<file path="src/rtl/tlut_pkg.sv">
// Package: shared instruction-field layout for the table logic unit.
// Assumes a 32-bit instruction word numbered MSB-first (bit 0 = instr[31]).
package tlut_pkg;
    localparam int ILEN    = 32;
    localparam int IDX_W   = 5;
    localparam int TBL_N   = 8;
    localparam int PRI_W   = 6;
    localparam int EXT_W   = 2;
    // LSB-numbered position of table entry 0 (MSB-first bit 21)
    localparam int TBL_E0  = ILEN - 1 - 21;

    typedef struct packed {
        logic [PRI_W-1:0] pri;
        logic [IDX_W-1:0] t_idx;
        logic [IDX_W-1:0] a_idx;
        logic [IDX_W-1:0] b_idx;
        logic [TBL_N-1:0] tbl;   // tbl[k] = entry for index k
        logic [EXT_W-1:0] ext;
        logic             rec;
    } tlut_fields_t;
endpackage

</file>
<file path="src/rtl/tlut_decode.sv">
// Module: splits the instruction word into fields and checks ownership.
// Assumes the field layout fixed in tlut_pkg; table entries are reordered
// so that tbl[k] is the entry selected by index value k.
module tlut_decode
    import tlut_pkg::*;
#(
    parameter logic [PRI_W-1:0] PRI_OPC = 6'd5,
    parameter logic [EXT_W-1:0] EXT_OPC = 2'd1
) (
    input  logic [ILEN-1:0] instr,
    output tlut_fields_t    fields,
    output logic            match
);
    // Reorder table entries: entry k lives at LSB-numbered bit TBL_E0-k
    for (genvar k = 0; k < TBL_N; k++) begin : g_tbl
        assign fields.tbl[k] = instr[TBL_E0-k];
    end

    // Pull the fixed-position fields
    always_comb begin
        fields.pri   = instr[31:26];
        fields.t_idx = instr[25:21];
        fields.a_idx = instr[20:16];
        fields.b_idx = instr[15:11];
        fields.ext   = instr[2:1];
        fields.rec   = instr[0];
    end

    // Ownership: both opcode fields must match this unit
    always_comb match = (fields.pri == PRI_OPC) && (fields.ext == EXT_OPC);
endmodule

</file>
<file path="src/rtl/tlut_eval.sv">
// Module: per-bit three-input table lookup across the data width.
// Assumes index order {t, a, b} with t as the most significant bit.
module tlut_eval
    import tlut_pkg::*;
#(
    parameter int XLEN = 64
) (
    input  logic [XLEN-1:0]  t_val,
    input  logic [XLEN-1:0]  a_val,
    input  logic [XLEN-1:0]  b_val,
    input  logic [TBL_N-1:0] tbl,
    output logic [XLEN-1:0]  res
);
    // One 8:1 selector per bit position
    for (genvar i = 0; i < XLEN; i++) begin : g_bit
        logic [2:0] sel;
        assign sel    = {t_val[i], a_val[i], b_val[i]};
        assign res[i] = tbl[sel];
    end
endmodule

</file>
<file path="src/rtl/tlut_crgen.sv">
// Module: builds the 4-bit condition field {neg, pos, zero, so}.
// Assumes the value is interpreted as two's-complement signed.
module tlut_crgen #(
    parameter int XLEN = 64
) (
    input  logic [XLEN-1:0] val,
    input  logic            so,
    output logic [3:0]      cr
);
    logic neg, zer;

    // Sign and zero detection, then priority-free encoding
    always_comb begin
        neg = val[XLEN-1];
        zer = ~|val;
        cr  = {neg, ~neg & ~zer, zer, so};
    end
endmodule

</file>
<file path="src/rtl/tlut_unit.sv">
// Module: top of the three-input table logic execution unit.
// Decodes the instruction, evaluates the per-bit function, registers the
// result once. Assumes operand buses carry the registers named by rd_*_idx
// in the same cycle that in_valid is high.
module tlut_unit
    import tlut_pkg::*;
#(
    parameter int               XLEN    = 64,
    parameter logic [PRI_W-1:0] PRI_OPC = 6'd5,
    parameter logic [EXT_W-1:0] EXT_OPC = 2'd1
) (
    input  logic             clk,
    input  logic             rst_n,
    input  logic             in_valid,
    input  logic [ILEN-1:0]  instr,
    input  logic [XLEN-1:0]  rt_val,
    input  logic [XLEN-1:0]  ra_val,
    input  logic [XLEN-1:0]  rb_val,
    input  logic             so_in,
    output logic [IDX_W-1:0] rd_t_idx,
    output logic [IDX_W-1:0] rd_a_idx,
    output logic [IDX_W-1:0] rd_b_idx,
    output logic             out_valid,
    output logic [XLEN-1:0]  result,
    output logic             wr_en,
    output logic [IDX_W-1:0] wr_addr,
    output logic             cr_valid,
    output logic [3:0]       cr_field,
    output logic             not_mine
);
    tlut_fields_t    f;
    logic            own;
    logic [XLEN-1:0] res_c;
    logic [3:0]      cr_c;

    tlut_decode #(.PRI_OPC(PRI_OPC), .EXT_OPC(EXT_OPC)) u_dec (
        .instr  (instr),
        .fields (f),
        .match  (own)
    );

    tlut_eval #(.XLEN(XLEN)) u_eval (
        .t_val (rt_val),
        .a_val (ra_val),
        .b_val (rb_val),
        .tbl   (f.tbl),
        .res   (res_c)
    );

    tlut_crgen #(.XLEN(XLEN)) u_cr (
        .val (res_c),
        .so  (so_in),
        .cr  (cr_c)
    );

    // Register-file read indices straight from the decoder
    always_comb begin
        rd_t_idx = f.t_idx;
        rd_a_idx = f.a_idx;
        rd_b_idx = f.b_idx;
    end

    // Single output stage: strobes every cycle, data only on accept
    always_ff @(posedge clk) begin
        if (!rst_n) begin
            out_valid <= 1'b0;
            wr_en     <= 1'b0;
            cr_valid  <= 1'b0;
            not_mine  <= 1'b0;
            result    <= '0;
            wr_addr   <= '0;
            cr_field  <= '0;
        end else begin
            out_valid <= in_valid;
            wr_en     <= in_valid & own;
            cr_valid  <= in_valid & own & f.rec;
            not_mine  <= in_valid & ~own;
            if (in_valid) begin
                result   <= res_c;
                wr_addr  <= f.t_idx;
                cr_field <= cr_c;
            end
        end
    end
endmodule

</file>
<file path="config.mk">
export PLATFORM = sky130hd
export DESIGN_NAME = tlut_unit
export DESIGN_NICKNAME = d
export VERILOG_FILES = /design/src/rtl/tlut_pkg.sv /design/src/rtl/tlut_decode.sv /design/src/rtl/tlut_eval.sv /design/src/rtl/tlut_crgen.sv /design/src/rtl/tlut_unit.sv
export SDC_FILE = /design/constraint.sdc
export NUM_CORES = 1
export LEC_CHECK = 0
export BUFFER_PORTS_ARGS = -buffer_cell sky130_fd_sc_hd__buf_2
export CAP_MARGIN = 10
export CORE_ASPECT_RATIO = 0.6
export CORE_UTILIZATION = 30
export CTS_BUF_LIST = sky130_fd_sc_hd__clkbuf_16
export DETAILED_ROUTE_END_ITERATION = 16
export PLACE_DENSITY = 0.56
export SETUP_SLACK_MARGIN = 0.1
export SYNTH_ARGS = -nofsm -noshare
export SYNTH_HDL_FRONTEND = slang
export SYNTH_SLANG_ARGS = --single-unit
export TNS_END_PERCENT = 30
</file>
<file path="constraint.sdc">
create_clock -name clk -period 5.5 [get_ports clk]
set_input_delay 1.65 -clock clk [delete_from_list [all_inputs] [get_ports clk]]
set_output_delay 1.65 -clock clk [all_outputs]
set_load 0.005 [all_outputs]
</file>
==> impl_metrics.csv <==
group,metric,value,unit
timing,worstMarginPinSlew,0.9924,ns
synth,synth_edf_count,0,
cells_and_area,area_growth,26.24,%
route,route.detailed.drc,0,
worst_hold_path,hold_class,"register to register",
clock_network,cts_num_sinks,76,
timing,max_slew_margin,33.84,%
timing,max_freq,0.2453,GHz
critical_path,cp_slowest_cell,"mux4_1",
route,vias,6049,
clock_network,cts_setup_buffers,0,
timing,layout_min_cycle_time,4.076,ns
floorplan,start_util,30.82,%
synth,synth.distinct_cells,25,
critical_path,r2r_setup_slack,4.68,ns
grt,grt_start_max_net_pins,73,
grt,grt_pass1_vias,5784,
synth,syn_nets,761,
route,wire_per_inst,25.02,um
grt,grt_pass1_wl,38.48,mm
worst_hold_path,min-delay-start,"result[42]$_SDFFE_PN0P_",
flow_run,maxCapViolations,0,
cells_and_area,final_cell_count_no_fill,1075,
critical_path,worstSetupPathType,"input pin to register",
critical_path,critPathRequiredTime,5.75,ns
synth,synth_most_common_cell,"mux4_2",
timing,finalCritPeriodShare,74.11,%
place,port_buffers,299,
route,viasPerCell,5.627,
cells_and_area,multi_input_area,4823,um^2
synth,yosysWarningCount,0,
run_status,outcome,"complete, no violations",
critical_path,crit_path_start_kind,"input pin",
timing,fin_hold_ws,0.4735,ns
clock_network,cts_buffers,9,
route,ant_nets,0,
synth,synth_common_cells,"101 x mux4_2, 76 x dfxtp_1, 69 x mux2i_1, 65 x nand2_1, 64 x o211a_1",
floorplan,die_w,196.9,um
power,power,1.871,mW
clock_network,cts_tree,"yes",
floorplan,coreArea,22180,um^2
clock_network,clockBufferDepth,2,
route,drt-total-wl,26.90,mm
critical_path,cp.arrival,4.32,ns
synth,synth_area,6834,um^2
place,hpwl,20.38,mm
place,dp_cells,1058,
clock_network,ctsHoldBuffers,0,
place,gp_congestion,0.8487,
timing,fin_skew,0,ns
cells_and_area,final_net_count,989,
clock_network,worstSkewPairLatency,0.35,ns
timing,finalSetupTns,0,ns
power,ir_drop,0.1333,mV
route,drtIter0Drc,466,
synth,synthCells,533,
timing,hold_viol,0,
timing,maxSlewViolCount,0,
synth,synth_top_cell_by_area,"mux4_2",
grt,grt-ovfl-total,0,
critical_path,r2r_start,"cr_field[2]$_SDFFE_PN0P_",
synth,synth-seq-cells,76,
clock_network,ctsResizeCount,0,
power,p_leak,4.272,nW
synth,ys.flop_type,"dfxtp_1",
synth,syn_avg_cell_area,12.82,um^2
critical_path,slowest_delay,0.53,ns
critical_path,crit_chain,"buf_2 -> buf_4 -> mux4_1 -> mux2i_1 -> nand4_1 -> nor4_1 -> nand4_1 -> a32o_2",
timing,finalSetupViolations,0,
clock_network,clk_pin_slew,0.06,ns
critical_path,crit_top_cell,"nand4_1",
critical_path,r2r_end,"cr_field[2]$_SDFFE_PN0P_",
grt,antenna_found_initial,1,
timing,rsz0062_at_grt,"false",
cells_and_area,drive_above_1_share,55.74,%
synth,synthTopCellsByArea,"mux4_2 33%, dfxtp_1 22%, mux4_1 10%, mux2i_1 10%, o211a_1 9.4%",
synth,async_reset_ff_share,0,%
synth,seq_area_frac_synth,22.26,%
cells_and_area,seq_area,1521,um^2
power,powerDensity,216.9,nW/um^2
critical_path,worst_setup_path_end_kind,"register",
worst_hold_path,hold_end,"result[42]$_SDFFE_PN0P_",
floorplan,pin_count,320,
clock_network,htree_levels,3,
route,drt_pre_antenna_iters,5,
cells_and_area,fillers,2169,
critical_path,reg2reg_depth,2,
grt,track_usage,22.86,%
worst_hold_path,hold_depth,1,
floorplan,rows,42,
floorplan,dieArea,23410,um^2
critical_path,worst-path-max-fanout,33,
clock_network,clock-root-buffer,"clkbuf_16",
floorplan,die_h,118.9,um
synth,yosysTopAreaCellShare,33.28,%
==> critical path: cells and delay by family <==
family | cells | cell delay (ns)
muxes | 2 | 0.91
and+or+nand+nor | 3 | 0.82
AOI/OAI and AO/OA | 1 | 0.30
buffers and inverters | 2 | 0.62
==> worst max path at each step <==
stage                  start                        to  slack, ns  depth (start not counted)
finish              instr[7]  cr_field[2]$_SDFFE_PN0P_       1.42                          8
floorplan           instr[8]  cr_field[2]$_SDFFE_PN0P_       2.08                          8
global route        instr[7]  cr_field[2]$_SDFFE_PN0P_       1.29                          8
detailed placement  instr[7]  cr_field[2]$_SDFFE_PN0P_       1.11                          8
CTS                 instr[7]  cr_field[2]$_SDFFE_PN0P_       1.49                          8
global placement    instr[7]  cr_field[2]$_SDFFE_PN0P_       1.14                          8
==> final cells by class <==
class,count,share of cell area [%]
Clock buffer,9,2.611
Sequential cell,76,17.64
Multi-Input combinational cell,363,55.91
Tap cell,308,4.467
Antenna cell,1,0.02901
Timing Repair Buffer,310,18.33
Clock inverter,7,0.9717
Inverter,1,0.04351
==> cell usage in the layout (no fill, tap or decap), drive strengths merged, types with 4 or more instances in the layout <==
master,count
o211a,64
mux2i,70
nor2b,7
clkbuf,9
nor4,4
dfxtp,76
buf,310
mux4,128
nand2,65
nand4,17
==> power by group <==
group | switching, mW | internal [mW] | total, mW
combinational | 0.296 | 0.308 | 0.604
clock | 0.256 | 0.392 | 0.648
sequential | 0.0245 | 0.595 | 0.619
==> metal layers <==
layer	track usage (%)	vias up	share of wire (%)
li1	-	2640	-
met1	34.45	3072	47
met2	32.38	324	43
met3	6.627	13	9.4
met4	3.828	0	0.68
met5	0	-	0
==> flip-flops by register name, summed over array words and instances, names as in the netlist <==
signal	flops
wr_addr	5
wr_en	1
not_mine	1
cr_valid	1
out_valid	1
result	64
cr_field	3
==> logic make-up after synthesis <==
| kind of cell | Yosys count | synth area share (%) |
|---|---|---|
| multiplexers | 198 | 54.10 |
| AND/OR/NAND/NOR | 98 | 6.792 |
| buffers and inverters | 94 | 7.159 |
| flip-flops | 76 | 22.26 |
| AO/OA/AOI/OAI | 67 | 9.685 |
==> metrics by stage <==
step                util [%]  worst slack (ns)  instance area, um^2
floorplan                  -             2.085                 6834
global placement       37.50             1.137                 8315
detailed placement     37.50             1.108                 8315
CTS                    38.89             1.491                 8625
global route           38.89             1.288                 8625
finish                 38.90             1.424                 8627
Note: power is estimated with default switching activity, not from simulation.
